`config.mk`:
```
export PLATFORM = sky130hd
export DESIGN_NAME = cfg_rom_responder
export DESIGN_NICKNAME = d
export VERILOG_FILES = /design/src/rtl/rsp_pkg.sv /design/src/rtl/rsp_sync_edge.sv /design/src/rtl/rsp_frame_seq.sv /design/src/rtl/rsp_bit_drive.sv /design/src/rtl/cfg_rom_responder.sv
export SDC_FILE = /design/constraint.sdc
export NUM_CORES = 1
export LEC_CHECK = 0
export ABC_AREA = 0
export ABC_CLOCK_PERIOD_IN_PS = 2700
export BUFFER_PORTS_ARGS = -buffer_cell sky130_fd_sc_hd__buf_2
export CAP_MARGIN = 20
export CORE_ASPECT_RATIO = 1.1
export CORE_MARGIN = 3
export CORE_UTILIZATION = 50
export DETAILED_ROUTE_END_ITERATION = 10
export GPL_TIMING_DRIVEN = 0
export HOLD_SLACK_MARGIN = 0.12
export PLACE_DENSITY = 0.78
export SLEW_MARGIN = 10
export SYNTH_ARGS = -nofsm -noshare
export SYNTH_HDL_FRONTEND = slang
export SYNTH_SLANG_ARGS = --single-unit
```
`constraint.sdc`:
```
create_clock -name clk -period 2.7 [get_ports clk]
set_input_delay 0.27 -clock clk [delete_from_list [all_inputs] [get_ports clk]]
set_output_delay 0.27 -clock clk [all_outputs]
set_load 0.01 [all_outputs]
```
`src/rtl/rsp_pkg.sv`:
```
package rsp_pkg;
  localparam int BYTE_W = 8;
  localparam int WORD_W = 2 * BYTE_W;

  // byte of the fixed image at a given index
  function automatic logic [BYTE_W-1:0] image_byte(input int unsigned idx,
                                                   input int unsigned sp_idx,
                                                   input logic [BYTE_W-1:0] sp_val,
                                                   input logic [BYTE_W-1:0] fill);
    return (idx == sp_idx) ? sp_val : fill;
  endfunction

  // word w: lower-indexed byte occupies the upper half (sent first)
  function automatic logic [WORD_W-1:0] image_word(input int unsigned w,
                                                   input int unsigned sp_idx,
                                                   input logic [BYTE_W-1:0] sp_val,
                                                   input logic [BYTE_W-1:0] fill);
    return {image_byte(2 * w, sp_idx, sp_val, fill),
            image_byte(2 * w + 1, sp_idx, sp_val, fill)};
  endfunction

  // bit at serial position pos, position 0 being the word MSB
  function automatic logic pick_bit(input logic [WORD_W-1:0] word,
                                    input logic [3:0] pos);
    return word[4'd15 - pos];
  endfunction
endpackage

```
`src/rtl/rsp_sync_edge.sv`:
```
module rsp_sync_edge #(
  parameter int STAGES = 2
) (
  input  logic clk,
  input  logic rst_n,
  input  logic async_in,
  output logic rise_ev,
  output logic fall_ev
);
  logic [STAGES-1:0] sync_q;
  logic              prev_q;

  for (genvar i = 0; i < STAGES; i++) begin : g_stage
    if (i == 0) begin : g_first
      always_ff @(posedge clk) begin
        if (!rst_n) sync_q[0] <= 1'b0;
        else        sync_q[0] <= async_in;
      end
    end else begin : g_next
      always_ff @(posedge clk) begin
        if (!rst_n) sync_q[i] <= 1'b0;
        else        sync_q[i] <= sync_q[i-1];
      end
    end
  end

  always_ff @(posedge clk) begin
    if (!rst_n) prev_q <= 1'b0;
    else        prev_q <= sync_q[STAGES-1];
  end

  assign rise_ev = sync_q[STAGES-1] & ~prev_q;
  assign fall_ev = ~sync_q[STAGES-1] & prev_q;


  edge_excl_chk: assert property (@(posedge clk) disable iff (!rst_n)
    !(rise_ev && fall_ev));
endmodule

```
`src/rtl/rsp_frame_seq.sv`:
```
module rsp_frame_seq #(
  parameter int PRE_CYC   = 11,
  parameter int DATA_CYC  = 16,
  parameter int POST_CYC  = 5,
  parameter int NUM_WORDS = 9
) (
  input  logic                 clk,
  input  logic                 rst_n,
  input  logic                 arm,
  input  logic                 fall_ev,
  output logic [$clog2(NUM_WORDS)-1:0] word_q,
  output logic [3:0]           bit_idx,
  output logic                 in_pre,
  output logic                 in_data,
  output logic                 word_done_ev,
  output logic                 done_q
);
  localparam int TOTAL = PRE_CYC + DATA_CYC + POST_CYC;
  localparam int CW    = $clog2(TOTAL);
  localparam int WW    = $clog2(NUM_WORDS);
  localparam logic [CW-1:0] LAST_C     = CW'(TOTAL - 1);
  localparam logic [CW-1:0] PRE_C      = CW'(PRE_CYC);
  localparam logic [CW-1:0] DATA_END_C = CW'(PRE_CYC + DATA_CYC);
  localparam logic [WW-1:0] LAST_W     = WW'(NUM_WORDS - 1);

  logic [CW-1:0] cyc_q;
  logic          last_cyc;
  logic          counting;

  assign last_cyc     = (cyc_q == LAST_C);
  assign in_pre       = (cyc_q < PRE_C);
  assign in_data      = (cyc_q >= PRE_C) && (cyc_q < DATA_END_C);
  assign bit_idx      = 4'(cyc_q - PRE_C);
  assign counting     = arm && !done_q;
  assign word_done_ev = counting && fall_ev && last_cyc;

  always_ff @(posedge clk) begin
    if (!rst_n || !arm) begin
      cyc_q  <= '0;
      word_q <= '0;
      done_q <= 1'b0;
    end else if (counting && fall_ev) begin
      if (last_cyc) begin
        cyc_q <= '0;
        if (word_q == LAST_W) begin
          word_q <= '0;
          done_q <= 1'b1;
        end else begin
          word_q <= word_q + 1'b1;
        end
      end else begin
        cyc_q <= cyc_q + 1'b1;
      end
    end
  end


  tail_wrap_chk: assert property (@(posedge clk) disable iff (!rst_n)
    word_done_ev |=> (cyc_q == '0));

  done_hold_chk: assert property (@(posedge clk) disable iff (!rst_n)
    (done_q && arm) |=> done_q);

  disarm_clear_chk: assert property (@(posedge clk) disable iff (!rst_n)
    !arm |=> (!done_q && word_q == '0 && cyc_q == '0));
endmodule

```
`src/rtl/rsp_bit_drive.sv`:
```
module rsp_bit_drive
  import rsp_pkg::*;
#(
  parameter int          NUM_WORDS   = 9,
  parameter int          SPECIAL_IDX = 3,
  parameter logic [7:0]  SPECIAL_VAL = 8'h30,
  parameter logic [7:0]  FILL_VAL    = 8'hFF
) (
  input  logic                 clk,
  input  logic                 rst_n,
  input  logic                 active,
  input  logic                 rise_ev,
  input  logic                 fall_ev,
  input  logic                 in_pre,
  input  logic                 in_data,
  input  logic [$clog2(NUM_WORDS)-1:0] word_q,
  input  logic [3:0]           bit_idx,
  output logic                 sdo_q
);
  logic [WORD_W-1:0] cur_word;

  assign cur_word = image_word(32'(word_q), SPECIAL_IDX, SPECIAL_VAL, FILL_VAL);

  always_ff @(posedge clk) begin
    if (!rst_n || !active || fall_ev) sdo_q <= 1'b0;
    else if (rise_ev && in_data)      sdo_q <= pick_bit(cur_word, bit_idx);
  end


  rise_only_chk: assert property (@(posedge clk) disable iff (!rst_n)
    $rose(sdo_q) |-> $past(rise_ev));

  fall_clear_chk: assert property (@(posedge clk) disable iff (!rst_n)
    fall_ev |=> !sdo_q);

  pre_quiet_chk: assert property (@(posedge clk) disable iff (!rst_n)
    (rise_ev && in_pre) |=> !sdo_q);
endmodule

```
`src/rtl/cfg_rom_responder.sv`:
```
module cfg_rom_responder #(
  parameter int         SYNC_STAGES = 2,
  parameter int         PRE_CYC     = 11,
  parameter int         POST_CYC    = 5,
  parameter int         NUM_WORDS   = 9,
  parameter int         SPECIAL_IDX = 3,
  parameter logic [7:0] SPECIAL_VAL = 8'h30,
  parameter logic [7:0] FILL_VAL    = 8'hFF
) (
  input  logic clk,
  input  logic rst_n,
  input  logic arm,
  input  logic sclk_in,
  output logic sdo,
  output logic sdo_oe,
  output logic done
);
  localparam int WW = $clog2(NUM_WORDS);

  logic          rise_ev, fall_ev;
  logic [WW-1:0] word_q;
  logic [3:0]    bit_idx;
  logic          in_pre, in_data, word_done_ev, done_q, active, sdo_q;

  rsp_sync_edge #(.STAGES(SYNC_STAGES)) u_sync (
    .clk(clk), .rst_n(rst_n), .async_in(sclk_in),
    .rise_ev(rise_ev), .fall_ev(fall_ev));

  rsp_frame_seq #(.PRE_CYC(PRE_CYC), .DATA_CYC(rsp_pkg::WORD_W),
                  .POST_CYC(POST_CYC), .NUM_WORDS(NUM_WORDS)) u_seq (
    .clk(clk), .rst_n(rst_n), .arm(arm), .fall_ev(fall_ev),
    .word_q(word_q), .bit_idx(bit_idx), .in_pre(in_pre), .in_data(in_data),
    .word_done_ev(word_done_ev), .done_q(done_q));

  assign active = arm && !done_q;

  rsp_bit_drive #(.NUM_WORDS(NUM_WORDS), .SPECIAL_IDX(SPECIAL_IDX),
                  .SPECIAL_VAL(SPECIAL_VAL), .FILL_VAL(FILL_VAL)) u_drv (
    .clk(clk), .rst_n(rst_n), .active(active), .rise_ev(rise_ev),
    .fall_ev(fall_ev), .in_pre(in_pre), .in_data(in_data),
    .word_q(word_q), .bit_idx(bit_idx), .sdo_q(sdo_q));

  assign sdo_oe = active;
  assign sdo    = sdo_q & active;
  assign done   = done_q;


  done_step_chk: assert property (@(posedge clk) disable iff (!rst_n)
    $rose(done_q) |-> $past(word_done_ev));

  release_quiet_chk: assert property (@(posedge clk) disable iff (!rst_n)
    !sdo_oe |-> !sdo);
endmodule

```
==> results of run 1 <==
sequential cells by signal, summed over array words and instances (netlist names):
register,cells
u_sync.prev_q,1
u_seq.word_q,4
u_seq.done_q,1
u_drv.sdo_q,1
u_sync.sync_q,2
u_seq.cyc_q,5
area by class of cell:
| type | count | share of cell area [%] |
|---|---|---|
| clock buffer | 4 | 4.45 |
| buffer | 2 | 1.23 |
| multi-input combinational | 68 | 52.5 |
| timing repair buffer | 6 | 3.69 |
| tap | 15 | 2.30 |
| sequential | 14 | 34.4 |
| inverter | 3 | 1.38 |
how the worst max path moves through the flow:
| stage | startpoint | slack (ps) | cells after the start | end |
|---|---|---|---|---|
| 5_1_grt | u_seq.cyc_q[0]$_SDFFE_PP0N_ | 670 | 7 | u_seq.word_q[3]$_SDFFE_PP0P_ |
| 3_3_place_gp | u_seq.cyc_q[0]$_SDFFE_PP0N_ | 870 | 6 | u_seq.cyc_q[3]$_SDFFE_PP0N_ |
| 4_1_cts | u_seq.cyc_q[0]$_SDFFE_PP0N_ | 830 | 6 | u_seq.cyc_q[3]$_SDFFE_PP0N_ |
| 6_report | u_seq.cyc_q[0]$_SDFFE_PP0N_ | 830 | 6 | u_seq.cyc_q[3]$_SDFFE_PP0N_ |
| 3_5_place_dp | u_seq.cyc_q[0]$_SDFFE_PP0N_ | 860 | 6 | u_seq.cyc_q[3]$_SDFFE_PP0N_ |
| 2_1_floorplan | u_seq.cyc_q[0]$_SDFFE_PP0N_ | 950 | 6 | u_seq.cyc_q[3]$_SDFFE_PP0N_ |
power breakdown:
| group | leakage (nW) | internal [W] | switching [W] |
|---|---|---|---|
| Sequential | 0.113 | 0.000208 | 0.00000125 |
| Combinational | 0.198 | 0.00000482 | 0.00000679 |
| Clock | 0.0210 | 0.0000817 | 0.0000636 |
| Total | 0.332 | 0.000295 | 0.0000716 |
synthesized netlist by cell type, drive strengths merged (3+ instances only):
cell type,number,area (sq um)
nand2,10,40.0
o21ai,4,20.0
nor2,7,26.3
and2,4,25.0
a21oi,10,50.1
inv,3,11.3
ha,6,75.1
dfxtp,14,280
nand3,5,25.0
a31oi,3,18.8
routing by layer:
layer	wire length, um	GRT usage [%]
met3	52	3.52
met1	627	17.8
met2	590	25.2
met5	0	0
met4	23	8.70
cell families after synthesis:
| logic type | synth area share [%] |
|---|---|
| DFF | 38.4 |
| buffers and inverters | 2.92 |
| AOI/OAI and AO/OA | 14.2 |
| and+or+nand+nor | 31.6 |
| muxes | 1.37 |
| adders and majority gates | 10.3 |
| xor gates and xnor gates | 1.20 |
metrics by stage:
stage	total power, W	hold slack [ps]
after floorplan	0.000220	392
after global placement	0.000226	418
after detailed placement	0.000226	427
after CTS	0.000370	205
after global routing	0.000385	188
final	0.000366	208
==> summary.md, run 1 <==
| Metric | Value |
|---|---|
| Initial antenna violation count | `0` |
| Slowest stage delay, CP | `500 ps` |
| FF-to-FF End | `u_seq.cyc_q[3]$_SDFFE_PP0N_` |
| Max transition margin | `76.1%` |
| First-pass GRT wire length | `2210 um` |
| Remaining antenna violation count | `0` |
| Gate Count Post-Synth | `87` |
| Dpl cells | `108` |
| Count of cell types in the netlist | `28` |
| Worst reg2reg path depth | `6` |
| 1st-iter DRT viols | `18` |
| R2R Setup Slk | `830 ps` |
| Core region area | `0.00127 sq mm` |
| Leading cell type in the layout, fill and taps excluded | `dfxtp_1` |
| Final Setup Violations | `0` |
| Post-layout util | `64.2%` |
| CP dominant cell by count | `ha_1` |
| FF/Latch Area | `280 sq um` |
| CTS Buffer Depth | `2` |
| Final worst-path cycle share | `69.4%` |
| Seq/Total Area, Yosys | `38.4%` |
| Worst Hold Class | `in -> reg` |
| DR vias/cell | `5.72` |
| Critical path's top delay family | `simple AND/OR/NAND/NOR gates` |
| Power per cell area | `450 mW/mm^2` |
| Final setup margin | `827 ps` |
| Routed WL | `1290 um` |
| Worst Path Required | `2910 ps` |
| Total Routing Usage GR | `15.0%` |
| Hold Crit Endpoint | `u_sync.sync_q[0]$_SDFF_PN0_` |
| Multi-input gate area | `428 sq um` |
| Yosys warnings | `0` |
| Post-synth ARST share | `0%` |
| Drt wl/cell | `11.5 um` |
| Post-synth EDFFs | `0` |
| Worst hold path depth | `2` |
| Global route overflow | `0` |
| Post-CTS Repair Setup Buffers | `0` |
| Vias in the first global route | `530` |
| Post-placement cell area | `778 sq um` |
| Drt pass-1 iters | `4` |
| Most used flip-flop cell after synthesis | `dfxtp_1` |
| Final Hold Violating Endpoints | `0` |
| Slowest library cell on the worst path | `or4_1` |
| Critical R2R Launch | `u_seq.cyc_q[0]$_SDFFE_PP0N_` |
| Largest net degree at the start of global routing | `11` |
| CP Max Fanout | `9` |
| Rows | `13` |
| Post-route DRC violation count | `0` |
| CTS tree | `yes` |
| Total Nets Final | `108` |
| Clock skew | `8.71 ps` |
| Fin Setup TNS | `0 ps` |
| CTS clk-pin slew, worst paths | `90 ps` |
| Hold_sp | `sclk_in` |
| Fillers | `122` |
| Critical Path Source Type | `flop` |
| CP Capture Type | `flop` |
| CTS resizes | `0` |
| Share of cells above drive strength 1 | `14.4%` |
| Starting Density | `57.5%` |
| VDD IR max | `269 uV` |
| Worst-margin pin slew | `357 ps` |
| DIE HEIGHT | `46.1 um` |
| Syn-to-layout area delta | `11.7%` |
| Period minus WS final | `1870 ps` |
| Root buf cell | `clkbuf_4` |
| Cell area after synthesis | `729 sq um` |
| Placer Congestion | `0.807` |
| H-tree depth | `1` |
| Leakage power | `0.332 nW` |
| Unrepaired setup endpoints after global routing | `no` |
| Commonest cells after routing, fill and taps aside | `14 x dfxtp_1, 10 x a21oi_1, 9 x nand2_1` |
| Clk_lat worst skew | `270 ps` |
| DIE WIDTH | `42.4 um` |
| CTS Hold Bufs | `0` |
| Worst slack, placed | `855 ps` |
| Final Max Slew Viols | `0` |
| Layout Cells excl Fill | `112` |
| Clk sinks | `14` |
| Post-DP HPWL | `971 um` |
| Post-synth net total | `97` |
| Total CTS buffers | `3` |
| Average cell area after synthesis | `8.38 sq um` |
| Design Area, Final | `815 sq um` |
| CP Class | `reg -> reg` |
| Max-Cap Viols | `0` |
| Diode count | `0` |
| Buf/Inv on CP | `1` |
| Num ports | `7` |
| Worst EP arrival | `2080 ps` |
| Synthesized flop and latch total | `14` |
| Max Freq | `0.534 GHz` |
| DIE AREA | `0.00195 sq mm` |
| Cell Chain, Critical Path | `ha_1, and3_1, ha_1, buf_2, or4_1, a21oi_1` |
| I/O Buffers | `6` |
| Vias | `641` |
| Status | `finished, final reports clean` |
Note: power is estimated with default switching activity, not from simulation.
==> run 2, diff against run 1 <==
--- a/config.mk
+++ b/config.mk
@@ -6,16 +6,16 @@
 export NUM_CORES = 1
 export LEC_CHECK = 0
 export ABC_AREA = 0
-export ABC_CLOCK_PERIOD_IN_PS = 2700
+export ABC_CLOCK_PERIOD_IN_PS = 1600
 export BUFFER_PORTS_ARGS = -buffer_cell sky130_fd_sc_hd__buf_2
 export CAP_MARGIN = 20
 export CORE_ASPECT_RATIO = 1.1
 export CORE_MARGIN = 3
-export CORE_UTILIZATION = 50
+export CORE_UTILIZATION = 49
 export DETAILED_ROUTE_END_ITERATION = 10
 export GPL_TIMING_DRIVEN = 0
 export HOLD_SLACK_MARGIN = 0.12
-export PLACE_DENSITY = 0.78
+export PLACE_DENSITY = 0.8
 export SLEW_MARGIN = 10
 export SYNTH_ARGS = -nofsm -noshare
 export SYNTH_HDL_FRONTEND = slang
==> constraint.sdc (replaced) <==
create_clock -name clk -period 1.6 [get_ports clk]
set_input_delay 0.16 -clock clk [delete_from_list [all_inputs] [get_ports clk]]
set_output_delay 0.16 -clock clk [all_outputs]
set_load 0.01 [all_outputs]
==> summary.md, run 2 (synthesis results as in run 1) <==
| Metric | Value |
|---|---|
| Status | `finished, final reports clean` |
| Leading cell type in the layout, fill and taps excluded | `dfxtp_1` |
| Clk sinks | `14` |
| Critical Path Source Type | `flop` |
| Core region area | `0.00128 sq mm` |
| DIE AREA | `0.00199 sq mm` |
| Post-placement cell area | `810 sq um` |
| Final Max Slew Viols | `0` |
| Total power | `0.000621 W` |
| Worst EP arrival | `1780 ps` |
| DIE HEIGHT | `46.5 um` |
| Rows | `13` |
| Root buf cell | `clkbuf_4` |
| Post-route DRC violation count | `0` |
| Vias | `683` |
| Post-DP HPWL | `978 um` |
| Total CTS buffers | `3` |
| Max Freq | `0.637 GHz` |
| CTS Buffer Depth | `2` |
| Remaining antenna violation count | `0` |
| Largest register FFs | `5` |
| Placer Congestion | `0.819` |
| Syn-to-layout area delta | `26.1%` |
| DR vias/cell | `5.79` |
| I/O Buffers | `6` |
| Worst Path Required | `1810 ps` |
| Fin Setup TNS | `0 ps` |
| Biggest regs | `u_seq.cyc_q: 5 flops, u_seq.word_q: 4 flops, u_sync.sync_q: 2 flops` |
| Period minus WS final | `1570 ps` |
| Worst Hold Class | `in -> reg` |
| Diode count | `0` |
| Clk_lat worst skew | `280 ps` |
| Clock skew | `5.83 ps` |
| CP Max Fanout | `5` |
| Final setup margin | `31.3 ps` |
| Global route overflow | `0` |
| Total Nets Final | `114` |
| Fillers | `97` |
| Final worst-path cycle share | `98.0%` |
| Final Hold Violating Endpoints | `0` |
| Initial antenna violation count | `0` |
| Post-layout util | `71.6%` |
| Share of cells above drive strength 1 | `25.2%` |
| R2R Setup Slk | `30 ps` |
| Max-Cap Viols | `0` |
| 1st-iter DRT viols | `8` |
| Commonest cells after routing, fill and taps aside | `12 x dfxtp_1, 10 x a21oi_1, 9 x nand2_1` |
| Num ports | `7` |
| Drt wl/cell | `12.9 um` |
| CTS tree | `yes` |
| Power per cell area | `675 mW/mm^2` |
| DIE WIDTH | `42.8 um` |
| CP Class | `reg -> reg` |
| Final Setup Violations | `0` |
| Leakage power | `0.363 nW` |
| Vias in the first global route | `577` |
| Total Routing Usage GR | `16.4%` |
| Starting Density | `56.8%` |
| CTS clk-pin slew, worst paths | `80 ps` |
| Drt pass-1 iters | `4` |
| First-pass GRT wire length | `2360 um` |
| CP Capture Type | `flop` |
| Top reg by flops | `u_seq.cyc_q` |
| Design Area, Final | `920 sq um` |
| Largest net degree at the start of global routing | `11` |
| Max transition margin | `75.1%` |
| Worst slack, placed | `-68.9 ps` |
| H-tree depth | `1` |
| Routed WL | `1530 um` |
| VDD IR max | `409 uV` |
| Worst-margin pin slew | `372 ps` |
[run 2: cell count changes in the layout (fill, tap and decap cells not counted), moves of 2 or more]
cell	previous run	this run
buf_4	0	6
buf_2	8	6
dfxtp_1	14	12
dfxtp_4	0	2
ha_1	6	4
ha_4	0	2
[run 2: final timing paths]
kind / start / endpoint / depth (start not counted)
hold reg to reg: u_sync.sync_q[0]$_SDFF_PN0_ / u_sync.sync_q[1]$_SDFF_PN0_ / 1
setup reg to reg: u_seq.cyc_q[1]$_SDFFE_PP0N_ / u_seq.cyc_q[3]$_SDFFE_PP0N_ / 6
setup / recovery: u_seq.cyc_q[1]$_SDFFE_PP0N_ / u_seq.cyc_q[3]$_SDFFE_PP0N_ / 6
hold / removal: rst_n / u_sync.prev_q$_SDFF_PN0_ / 2
[run 2: report_power, final]
group,internal [W],switching [W]
clock,0.000138,0.000109
combinational,0.0000101,0.0000130
sequential,0.000348,0.00000224
[run 2: final cells by class]
cell class / count / area [sq um] / share of cell area (%)
Timing Repair Buffer: 12 / 77.6 / 8.44
Buffer: 2 / 18.8 / 2.04
Multi-Input combinational cell: 68 / 469 / 51.0
Sequential cell: 14 / 288 / 31.3
Tap cell: 15 / 18.8 / 2.04
Clock buffer: 4 / 36.3 / 3.95
Inverter: 3 / 11.3 / 1.22
[run 2: routing by layer]
layer	routed length, um	GRT usage (%)	up-vias	part of all wire [%]
met5	0	0	-	0
met4	40	9.94	0	2.6
met3	86	5.86	6	5.6
met2	705	29.6	17	46
met1	692	16.1	316	45
li1	-	-	344	-
[run 2: worst max-delay path, stage by stage (launching register included)]
cell     delay (ps)
dfxtp_4         360
ha_4            150
and3_4          180
ha_4            150
buf_6           120
or4_1           390
a21oi_1         150
[run 2: repair_timing]
action | CTS | global route
setup endpoints to repair | 2 | 5
hold buffers | 1 | 0
pin swaps | 1 | 4
endpoints found under the hold margin | 1 | 0
cloned | 0 | 0
resized for setup | 1 | 5
buffers inserted | 4 | 1
[run 2: stage by stage]
step                      hold slack (ps)  cells
after floorplan                       282     87
after global placement                374    108
after detailed placement              378    108
after CTS                             129    117
after global routing                  141    118
final                                 136    118
==> run 3, diff against run 2 <==
==> constraint.sdc (replaced) <==
create_clock -name clk -period 1.6 [get_ports clk]
set_input_delay 0.32 -clock clk [delete_from_list [all_inputs] [get_ports clk]]
set_output_delay 0.32 -clock clk [all_outputs]
set_load 0.01 [all_outputs]
==> summary.md, run 3 (synthesis results as in run 1) <==
| Metric | Value |
|---|---|
| Clk_lat worst skew | `280 ps` |
| I/O Buffers | `6` |
| Vias | `677` |
| Total Routing Usage GR | `16.2%` |
| Worst EP arrival | `1780 ps` |
| Placer Congestion | `0.819` |
| Num ports | `7` |
| Final Max Slew Viols | `0` |
| Cell internal pwr | `0.000495 W` |
| DIE HEIGHT | `46.5 um` |
| Largest net degree at the start of global routing | `11` |
| Top reg by flops | `u_seq.cyc_q` |
| Commonest cells after routing, fill and taps aside | `12 x dfxtp_1, 10 x a21oi_1, 9 x nand2_1` |
| Largest register FFs | `5` |
| CTS tree | `yes` |
| Clock skew | `6.11 ps` |
| Worst Path Required | `1810 ps` |
| Biggest regs | `u_seq.cyc_q: 5 flops, u_seq.word_q: 4 flops, u_sync.sync_q: 2 flops` |
| DR vias/cell | `5.79` |
| Critical Path Source Type | `flop` |
| Starting Density | `56.8%` |
| Diode count | `0` |
| Max transition margin | `74.6%` |
| Post-route DRC violation count | `0` |
| First-pass GRT wire length | `2330 um` |
| CTS Buffer Depth | `2` |
| Worst Hold Class | `in -> reg` |
| Max-Cap Viols | `0` |
| Final Setup Violations | `0` |
| Status | `finished, final reports clean` |
| Total power | `0.000619 W` |
| Core region area | `0.00128 sq mm` |
| Drt wl/cell | `13.0 um` |
| Max Freq | `0.638 GHz` |
| Global route overflow | `0` |
| CP Capture Type | `flop` |
| VDD IR max | `408 uV` |
| CP Max Fanout | `5` |
| Combinational share of power | `3.4%` |
| Rows | `13` |
| Worst-margin pin slew | `379 ps` |
| Leading cell type in the layout, fill and taps excluded | `dfxtp_1` |
| Clk pwr share | `40.0%` |
| Post-DP HPWL | `978 um` |
| H-tree depth | `1` |
| Final Hold Violating Endpoints | `0` |
| Routed WL | `1520 um` |
| Final setup margin | `32.2 ps` |
| Syn-to-layout area delta | `24.7%` |
| Drt pass-1 iters | `4` |
| Clk sinks | `14` |
| Total Nets Final | `113` |
| CTS Hold Bufs | `0` |
| CP Class | `reg -> reg` |
| Final worst-path cycle share | `98.0%` |
| CTS clk-pin slew, worst paths | `80 ps` |
| Total CTS buffers | `3` |
| Period minus WS final | `1570 ps` |
| Vias in the first global route | `561` |
| Power per cell area | `680 mW/mm^2` |
| Root buf cell | `clkbuf_4` |
| Sw Pwr | `0.000124 W` |
| Share of cells above drive strength 1 | `25.5%` |
| Worst slack, placed | `-68.9 ps` |
| Sw frac | `20.0%` |
| Initial antenna violation count | `0` |
| 1st-iter DRT viols | `8` |
| DIE WIDTH | `42.8 um` |
| Sequential share of power | `56.6%` |
| DIE AREA | `0.00199 sq mm` |
| Leakage power | `0.358 nW` |
| Remaining antenna violation count | `0` |
## run 3: cell count changes in the layout (fill, tap and decap cells not counted), sizes merged
cell	before	now
dlygate4sd3	1	0
## run 3: what timing repair did
action	in CTS	in global routing
setup endpoints to repair	2	5
pin swaps	1	4
gates cloned	0	0
hold endpoints to repair	0	0
resized for setup	1	5
buffers inserted	4	1
## run 3: per-stage QoR
step | util (%) | std cells | hold slack (ps) | instance area (sq um) | TNS, ps
after CTS | 68.4 | 116 | 243 | 878 | 0
after detailed placement | 63.0 | 108 | 445 | 810 | -105
after global routing | 70.8 | 117 | 248 | 910 | -34.8
after global placement | 63.0 | 108 | 424 | 810 | -26.7
after floorplan | - | 87 | 412 | 761 | 0
final | 70.8 | 117 | 249 | 910 | 0
## run 3: power groups by stage
| stage | clock (W) | combinational (W) | sequential [W] |
|---|---|---|---|
| floorplan | 0 | 0.0000108 | 0.000359 |
| global placement | 0 | 0.0000196 | 0.000360 |
| detailed placement | 0 | 0.0000199 | 0.000360 |
| CTS | 0.000259 | 0.0000206 | 0.000350 |
| global route | 0.000274 | 0.0000233 | 0.000351 |
| finish | 0.000248 | 0.0000210 | 0.000350 |
## run 3: per-layer routing
layer | track usage, % | vias to the layer above | wire length, um
li1 | - | 343 | -
met4 | 9.94 | 0 | 40
met5 | 0 | - | 0
met1 | 16.1 | 309 | 695
met3 | 5.86 | 6 | 86
met2 | 29.0 | 19 | 693
## run 3: layout make-up
cell class / count / area (sq um)
plain buffers: 2 / 18.8
flip-flops and latches: 14 / 288
repair buffers: 11 / 67.6
multi-input cells: 68 / 469
clock buffers: 4 / 36.3
inverters: 3 / 11.3
fillers: 99 / 375
well taps: 15 / 18.8
## run 3: path summary, 6_finish.rpt
kind / startpoint / to / slack (ps) / cells past startpoint
min: sclk_in / u_sync.sync_q[0]$_SDFF_PN0_ / 250 / 2
max: u_seq.cyc_q[1]$_SDFFE_PP0N_ / u_seq.cyc_q[3]$_SDFFE_PP0N_ / 30 / 6
max reg2reg: u_seq.cyc_q[1]$_SDFFE_PP0N_ / u_seq.cyc_q[3]$_SDFFE_PP0N_ / 30 / 6
min reg2reg: u_sync.sync_q[0]$_SDFF_PN0_ / u_sync.sync_q[1]$_SDFF_PN0_ / 460 / 1
## run 3: critical path, stage by stage, from the launching register on
cell and delay, ps:
dfxtp_4 360, ha_4 150, and3_4 180, ha_4 150
buf_6 120, or4_1 390, a21oi_1 150
